### config.mk
export PLATFORM = sky130hd
export DESIGN_NAME = qbd_port_ctrl
export DESIGN_NICKNAME = d
export VERILOG_FILES = /design/src/rtl/qbd_pkg.sv /design/src/rtl/qbd_pin_cell.sv /design/src/rtl/qbd_group.sv /design/src/rtl/qbd_port_ctrl.sv
export SDC_FILE = /design/constraint.sdc
export NUM_CORES = 1
export LEC_CHECK = 0
export ABC_AREA = 1
export BUFFER_PORTS_ARGS = -buffer_cell sky130_fd_sc_hd__buf_4
export CAP_MARGIN = 20
export CELL_PAD_IN_SITES_DETAIL_PLACEMENT = 0
export CELL_PAD_IN_SITES_GLOBAL_PLACEMENT = 1
export CORE_AREA = 2 2 118 120
export CTS_BUF_LIST = sky130_fd_sc_hd__clkbuf_2 sky130_fd_sc_hd__clkbuf_4 sky130_fd_sc_hd__clkbuf_8
export DETAILED_ROUTE_END_ITERATION = 7
export DIE_AREA = 0 0 120 122
export PLACE_DENSITY_LB_ADDON = 0.1
export REMOVE_ABC_BUFFERS = 1
export SLEW_MARGIN = 15
export SYNTH_ARGS = -nofsm -noshare
export SYNTH_HDL_FRONTEND = slang
export SYNTH_SLANG_ARGS = --single-unit
### constraint.sdc
create_clock -name clk -period 0.9 [get_ports clk]
set_input_delay 0.18 -clock clk [delete_from_list [all_inputs] [get_ports clk]]
set_output_delay 0.18 -clock clk [all_outputs]
set_load 0.01 [all_outputs]
### src/rtl/qbd_pkg.sv
package qbd_pkg;

  typedef enum logic [1:0] {
    RD_LATCH  = 2'd0,
    RD_PIN    = 2'd1,
    RD_EITHER = 2'd2
  } rd_src_e;

  // a write that takes a latch bit from 0 to 1
  function automatic logic rise_evt(input logic we, input logic d, input logic q);
    return we & d & ~q;
  endfunction

  // next value of the strong-drive counter of one pin
  function automatic int unsigned cnt_next(input logic we, input logic d, input logic q,
                                           input int unsigned cur, input int unsigned len);
    if (we && d && !q) return len;
    if (we && !d)      return 0;
    if (cur != 0)      return cur - 1;
    return 0;
  endfunction

  function automatic int unsigned cnt_bits(input int unsigned maxv);
    return (maxv < 2) ? 1 : $clog2(maxv + 1);
  endfunction

endpackage

### src/rtl/qbd_pin_cell.sv
module qbd_pin_cell #(
  parameter int unsigned PULSE = 2,
  parameter int unsigned CW    = 2
) (
  input  logic clk,
  input  logic rst_n,
  input  logic we,
  input  logic d,
  output logic q_o,
  output logic pd_en,
  output logic spu_en,
  output logic wpu_en
);

  logic          q;
  logic [CW-1:0] cnt;
  logic [CW-1:0] cnt_d;

  // named events for the checks below
  wire rise_w   = qbd_pkg::rise_evt(we, d, q);
  wire pulse_w  = q & (cnt != '0);
  wire cancel_w = pulse_w & we & ~d;
  wire rewr_w   = we & d & q & (cnt == '0);

  always_comb cnt_d = CW'(qbd_pkg::cnt_next(we, d, q, 32'(cnt), PULSE));

  always_ff @(posedge clk or negedge rst_n) begin
    if (!rst_n) begin
      q   <= 1'b1;
      cnt <= '0;
    end else begin
      if (we) q <= d;
      cnt <= cnt_d;
    end
  end

  assign q_o    = q;
  assign pd_en  = ~q;
  assign spu_en = pulse_w;
  assign wpu_en = q;

  p_low_pd_r1: assert property (@(posedge clk) disable iff (!rst_n)
    (we && !d) |=> (pd_en && !spu_en && !wpu_en));

  p_no_retrig_r8: assert property (@(posedge clk) disable iff (!rst_n)
    rewr_w |=> !spu_en);

  p_cancel_r10: assert property (@(posedge clk) disable iff (!rst_n)
    cancel_w |=> (!spu_en && pd_en));

  if (PULSE > 0) begin : g_pulse_chk
    p_pulse_start_r2_r3: assert property (@(posedge clk) disable iff (!rst_n)
      rise_w |=> spu_en);
    p_pulse_end_r2_r3: assert property (@(posedge clk) disable iff (!rst_n)
      (pulse_w && cnt == CW'(1) && !we) |=> !spu_en);
  end

endmodule

### src/rtl/qbd_group.sv
module qbd_group #(
  parameter int unsigned      N      = 8,
  parameter int unsigned      PULSE  = 2,
  parameter int unsigned      CW     = 2,
  parameter qbd_pkg::rd_src_e RD_SRC = qbd_pkg::RD_LATCH
) (
  input  logic         clk,
  input  logic         rst_n,
  input  logic         we,
  input  logic [N-1:0] wdata,
  input  logic [N-1:0] pin_in,
  input  logic         rd_pin,
  output logic [N-1:0] pd_en,
  output logic [N-1:0] spu_en,
  output logic [N-1:0] wpu_en,
  output logic [N-1:0] rdata
);

  localparam logic FIX_PIN = (RD_SRC == qbd_pkg::RD_PIN);
  localparam logic ANY_SEL = (RD_SRC == qbd_pkg::RD_EITHER);

  logic [N-1:0] lat;
  logic         sel_pin;

  for (genvar i = 0; i < N; i++) begin : g_pin
    qbd_pin_cell #(.PULSE(PULSE), .CW(CW)) u_cell (
      .clk    (clk),
      .rst_n  (rst_n),
      .we     (we),
      .d      (wdata[i]),
      .q_o    (lat[i]),
      .pd_en  (pd_en[i]),
      .spu_en (spu_en[i]),
      .wpu_en (wpu_en[i])
    );
  end

  always_comb begin
    sel_pin = FIX_PIN | (ANY_SEL & rd_pin);
    rdata   = sel_pin ? pin_in : lat;
  end

  if (RD_SRC == qbd_pkg::RD_LATCH) begin : g_latch_chk
    p_rd_latch_r4_r6: assert property (@(posedge clk) disable iff (!rst_n)
      $past(we) |-> (rdata == $past(wdata)));
  end

endmodule

### src/rtl/qbd_port_ctrl.sv
module qbd_port_ctrl #(
  parameter int unsigned N_MAIN     = 16,
  parameter int unsigned N_AUX      = 4,
  parameter int unsigned N_SER      = 2,
  parameter int unsigned N_LED      = 4,
  parameter int unsigned MAIN_PULSE = 2,
  parameter int unsigned AUX_PULSE  = 1,
  parameter int unsigned SER_PULSE  = 2,
  localparam int unsigned NP = N_MAIN + N_AUX + N_SER + N_LED
) (
  input  logic              clk,
  input  logic              rst_n,
  input  logic              main_we,
  input  logic [N_MAIN-1:0] main_wdata,
  output logic [N_MAIN-1:0] main_rdata,
  input  logic              aux_we,
  input  logic [N_AUX-1:0]  aux_wdata,
  input  logic [N_AUX-1:0]  aux_pin_in,
  output logic [N_AUX-1:0]  aux_rdata,
  input  logic              ser_we,
  input  logic [N_SER-1:0]  ser_wdata,
  input  logic [N_SER-1:0]  ser_pin_in,
  input  logic              ser_rd_pin,
  output logic [N_SER-1:0]  ser_rdata,
  input  logic              led_we,
  input  logic [N_LED-1:0]  led_wdata,
  output logic [N_LED-1:0]  led_rdata,
  output logic [NP-1:0]     pad_pd_en,
  output logic [NP-1:0]     pad_spu_en,
  output logic [NP-1:0]     pad_wpu_en
);

  localparam int unsigned MAXP = (MAIN_PULSE > AUX_PULSE)
                                 ? ((MAIN_PULSE > SER_PULSE) ? MAIN_PULSE : SER_PULSE)
                                 : ((AUX_PULSE > SER_PULSE) ? AUX_PULSE : SER_PULSE);
  localparam int unsigned CW    = qbd_pkg::cnt_bits(MAXP);
  localparam int unsigned B_AUX = N_MAIN;
  localparam int unsigned B_SER = B_AUX + N_AUX;
  localparam int unsigned B_LED = B_SER + N_SER;

  qbd_group #(.N(N_MAIN), .PULSE(MAIN_PULSE), .CW(CW), .RD_SRC(qbd_pkg::RD_LATCH)) u_main (
    .clk(clk), .rst_n(rst_n), .we(main_we), .wdata(main_wdata),
    .pin_in('0), .rd_pin(1'b0),
    .pd_en (pad_pd_en [B_AUX-1:0]),
    .spu_en(pad_spu_en[B_AUX-1:0]),
    .wpu_en(pad_wpu_en[B_AUX-1:0]),
    .rdata (main_rdata)
  );

  qbd_group #(.N(N_AUX), .PULSE(AUX_PULSE), .CW(CW), .RD_SRC(qbd_pkg::RD_PIN)) u_aux (
    .clk(clk), .rst_n(rst_n), .we(aux_we), .wdata(aux_wdata),
    .pin_in(aux_pin_in), .rd_pin(1'b1),
    .pd_en (pad_pd_en [B_SER-1:B_AUX]),
    .spu_en(pad_spu_en[B_SER-1:B_AUX]),
    .wpu_en(pad_wpu_en[B_SER-1:B_AUX]),
    .rdata (aux_rdata)
  );

  qbd_group #(.N(N_SER), .PULSE(SER_PULSE), .CW(CW), .RD_SRC(qbd_pkg::RD_EITHER)) u_ser (
    .clk(clk), .rst_n(rst_n), .we(ser_we), .wdata(ser_wdata),
    .pin_in(ser_pin_in), .rd_pin(ser_rd_pin),
    .pd_en (pad_pd_en [B_LED-1:B_SER]),
    .spu_en(pad_spu_en[B_LED-1:B_SER]),
    .wpu_en(pad_wpu_en[B_LED-1:B_SER]),
    .rdata (ser_rdata)
  );

  // open-drain LED group: zero pulse length
  qbd_group #(.N(N_LED), .PULSE(0), .CW(CW), .RD_SRC(qbd_pkg::RD_LATCH)) u_led (
    .clk(clk), .rst_n(rst_n), .we(led_we), .wdata(led_wdata),
    .pin_in('0), .rd_pin(1'b0),
    .pd_en (pad_pd_en [NP-1:B_LED]),
    .spu_en(pad_spu_en[NP-1:B_LED]),
    .wpu_en(pad_wpu_en[NP-1:B_LED]),
    .rdata (led_rdata)
  );

  p_led_od_r6: assert property (@(posedge clk) disable iff (!rst_n)
    pad_spu_en[NP-1:B_LED] == '0);

endmodule

==> results by group <==
Power and ir drop
  • Switching power: ~2.6 mW
  • Reg power frac: 0.438
  • Combinational share of power: 0.295
  • Tot Pwr: between 9 and 10 mW
  • Leak Pwr: between 3 and 4 nW
  • Clock Power Share: 0.267
  • P_int: roughly 6.4 mW
  • Power Dens Cells: 1400 nW/um^2
  • Net Sw Frac: 0.290
  • Worst vdd ir: ~0.00058 V

Placement
  • Post-DP HPWL: ~6900 um
  • GP Congestion: ~0.75
  • Post-DP Area: between 5000 and 6000 um^2
  • Port Buf Inserts: 134

Clocking
  • Reg clk slew, reported paths: 0.08 ns
  • Total clock sinks: 78
  • Root Driver: clkbuf_8
  • Clk Latency, worst-skew pair: approximately 0.36 ns
  • Clock buffer depth: 2
  • CTS H-tree depth: 3
  • CTS tree: done
  • Num CTS Buffers: 9

Run status
  • Outcome: finished, violations left
  • Failing checks: setup timing

Floorplanning
  • Core footprint: approximately 14,000 um^2
  • Starting Density: 0.333
  • IO Count: about 140
  • FP Rows: 43
  • Die width: 120 um
  • Die area: roughly 15,000 um^2
  • Die Y: ~120 um

Logic synthesis
  • Top cell type's share of synthesized area: 0.289
  • Area contributors post-synth: dfrtp_1 29%, buf_4 17%, dfstp_2 15%
  • Yosys top cell by area: dfrtp_1
  • Post-synthesis mux area share: 0
  • Compound-Gate Fraction of Synth Area: 0.0523
  • Largest family of logic cells by synthesized area: buffers and inverters
  • Xor/xnor share of the synthesized area: 0
  • Yosys warning total: 0
  • Number of synthesized flops with an enable pin: 0
  • Cells after synthesis: between 500 and 600
  • Mean Syn Cell Area: about 7.5 um^2
  • Top post-synthesis cells by count: 130 x nor2_1, 118 x nand2_1, 111 x inv_1, 102 x buf_4, 52 x dfrtp_1
  • Ys async rst share: 1.00
  • Synth Area in Adders: 0
  • Simple-gate share of the synthesized area: 0.225
  • Netlist cell types: 17
  • #FFs+latches synth: a little under 80
  • Sequential area share after synthesis: 0.441
  • Mapped Area: roughly 4500 um^2
  • Most used DFF post-synth: dfrtp_1
  • Most frequent cell after synthesis: nor2_1

Critical path
  • FF-to-FF path depth: 5
  • Slowest stage delay, CP: ~0.54 ns
  • RR Startpoint: u_led.g_pin[0].u_cell.q_o
  • R2r endpoint: u_led.g_pin[0].u_cell.cnt[1]
  • Worst EP required: between 0.7 and 0.8 ns
  • Crit. Startpoint: u_ser.g_pin[0].u_cell.q_o
  • Category of the most critical setup path: reg -> out
  • Crit path to: ser_rdata[0]
  • Family with the most delay on the worst path: flip-flops
  • WP depth: 3
  • Crit-path cells: inv_2 -> o21ai_2 -> buf_4
  • WP data arrival: between 1 and 1.5 ns
  • Flop-to-flop setup slack: -0.14 ns
  • Kind of end point of the critical path: primary output
  • Crit path buf inv count: 2
  • Maximum fanout along the worst path: 4
  • Setup crit start kind: flop
  • Crit-path slowest cell: dfstp_2

Detailed routing
  • Detailed Route WL: approximately 9600 um
  • Highest metal used: met4
  • WL met2: ~4700 um
  • Drt drc: 0
  • Post-route ant nets: 0
  • Met3 wire length: 537 um
  • Vias: ~3,600
  • Metal-1 WL: 4160 um
  • DR pass1 iterations: 4
  • Wirelength per Cell: approximately 11 um
  • Routed vias/inst: 4.00
  • DR iter-0 viols: 70

Global routing
  • Total track usage: 0.135
  • Initial antenna violation count: 0
  • Vias in the first global route: about 3,500
  • Global-route wire length before repair: 15,600 um
  • Total grt overflow: 0
  • Largest net degree at the start of global routing: 35

Timing
  • Hold Vio Cnt, Final: 0
  • Worst setup margin: -0.487 ns
  • Unrepaired setup endpoints after global routing: yes
  • Final setup TNS: -42.51 ns
  • Achievable Freq: around 720 MHz
  • Final slew viol count: 0
  • Fin crit share: 1.54
  • Rel. slew slack: 0.796
  • Worst Tran Pin Value: 0.305 ns
  • Final min period: 1.39 ns
  • Final setup fails: roughly 150
  • Clk_skew: 0.00700 ns

Layout
  • Share of cells above drive strength 1: 0.511
  • Syn-to-layout area delta: 43.6%
  • # nets final: 746
  • ANT cells: 0
  • Final Instance Area: around 6500 um^2

Job
  • Max-cap violations: 0

Min path
  • Hold Path Class: in -> reg
-- worst min path at each step --
stage / startpoint / endpoint / slack [ns] / cells after the start
global route: led_we / u_led.g_pin[1].u_cell.q_o / 0.04 / 2
detailed placement: rst_n / u_led.g_pin[1].u_cell.cnt[0] / -0.002 / 1
global placement: rst_n / u_led.g_pin[1].u_cell.cnt[1] / -0.002 / 1
CTS: led_we / u_led.g_pin[1].u_cell.q_o / 0.004 / 2
finish: led_wdata[0] / u_led.g_pin[0].u_cell.q_o / 0.04 / 3
floorplan: rst_n / u_aux.g_pin[0].u_cell.cnt[0] / -0.12 / 0
-- worst reg2reg max path, delay by kind of cell, from the launching register on --
family / cells / cell delay, ns
flip-flops: 1 / 0.55
AND/OR/NAND/NOR: 1 / 0.10
buffers and inverters: 3 / 0.28
AO/OA/AOI/OAI: 1 / 0.05
-- cells in the final DEF, fill, tap and decap left out, drive strengths merged --
master       synthesis  routed
nand3                2       2
dfrtp               52      52
inv                111     111
dlygate4sd3          0       2
dfstp               26      26
nand2              127     127
o21a                 2       2
buf                109     206
clkbuf               1      14
o21ai               16      16
clkinv               0       2
a21oi               22      22
nor2               130     130
-- kinds of logic (layout without fill, tap and decap cells) --
family,after synthesis,after routing
AOI/OAI and AO/OA,40,40
and+or+nand+nor,259,259
buffers and inverters,221,335
DFF,78,78
-- through the flow --
| stage | cells | hold WS (ns) | utilization | worst slack [ns] |
|---|---|---|---|---|
| after global placement | 856 | -0.00220 | 0.396 | -0.130 |
| after CTS | 884 | 0.00364 | 0.458 | -0.519 |
| final | 892 | 0.0371 | 0.478 | -0.487 |
| after floorplan | 488 | -0.116 | - | -0.212 |
| after detailed placement | 856 | -0.00164 | 0.396 | -0.166 |
| after global routing | 892 | 0.0394 | 0.478 | -0.540 |
-- power groups by stage --
stage	registers [mW]	clock network, mW	logic, mW
after global routing	4.00	2.67	2.90
after CTS	3.96	2.54	2.51
after floorplan	4.10	0	0.585
final	3.96	2.41	2.67
after global placement	3.97	0	1.96
after detailed placement	3.98	0	1.97
-- flip-flops by register name, summed over array words and instances, names as in the netlist --
name,flops
u_aux.g_pin.u_cell.cnt,8
u_aux.g_pin.u_cell.q_o,4
u_led.g_pin.u_cell.cnt,8
u_led.g_pin.u_cell.q_o,4
u_main.g_pin.u_cell.cnt,32
u_main.g_pin.u_cell.q_o,16
u_ser.g_pin.u_cell.cnt,4
u_ser.g_pin.u_cell.q_o,2
-- metal layers --
layer  track usage  up-vias
li1              -     1848
met4        0.0706        0
met1         0.165     1625
met5             0        -
met2         0.219       85
met3        0.0332       12
-- layout make-up --
cell class | count | area [um^2]
clock buffer | 14 | 161
clock inverter | 2 | 10.0
fill | 1384 | 7050
inverter | 111 | 422
multi-input combinational | 299 | 1530
sequential | 78 | 1980
tap | 180 | 225
timing repair buffer | 208 | 2120
-- what timing repair did --
| action | 4_1_cts | 5_1_grt |
|---|---|---|
| gates resized for setup | 187 | 80 |
| setup buffers | 17 | 17 |
| hold buffers | 2 | 0 |
| setup endpoints to repair | 135 | 169 |
| endpoints found under the hold margin | 53 | 0 |
| pin swaps | 56 | 36 |
Note: power is estimated with default switching activity, not from simulation.
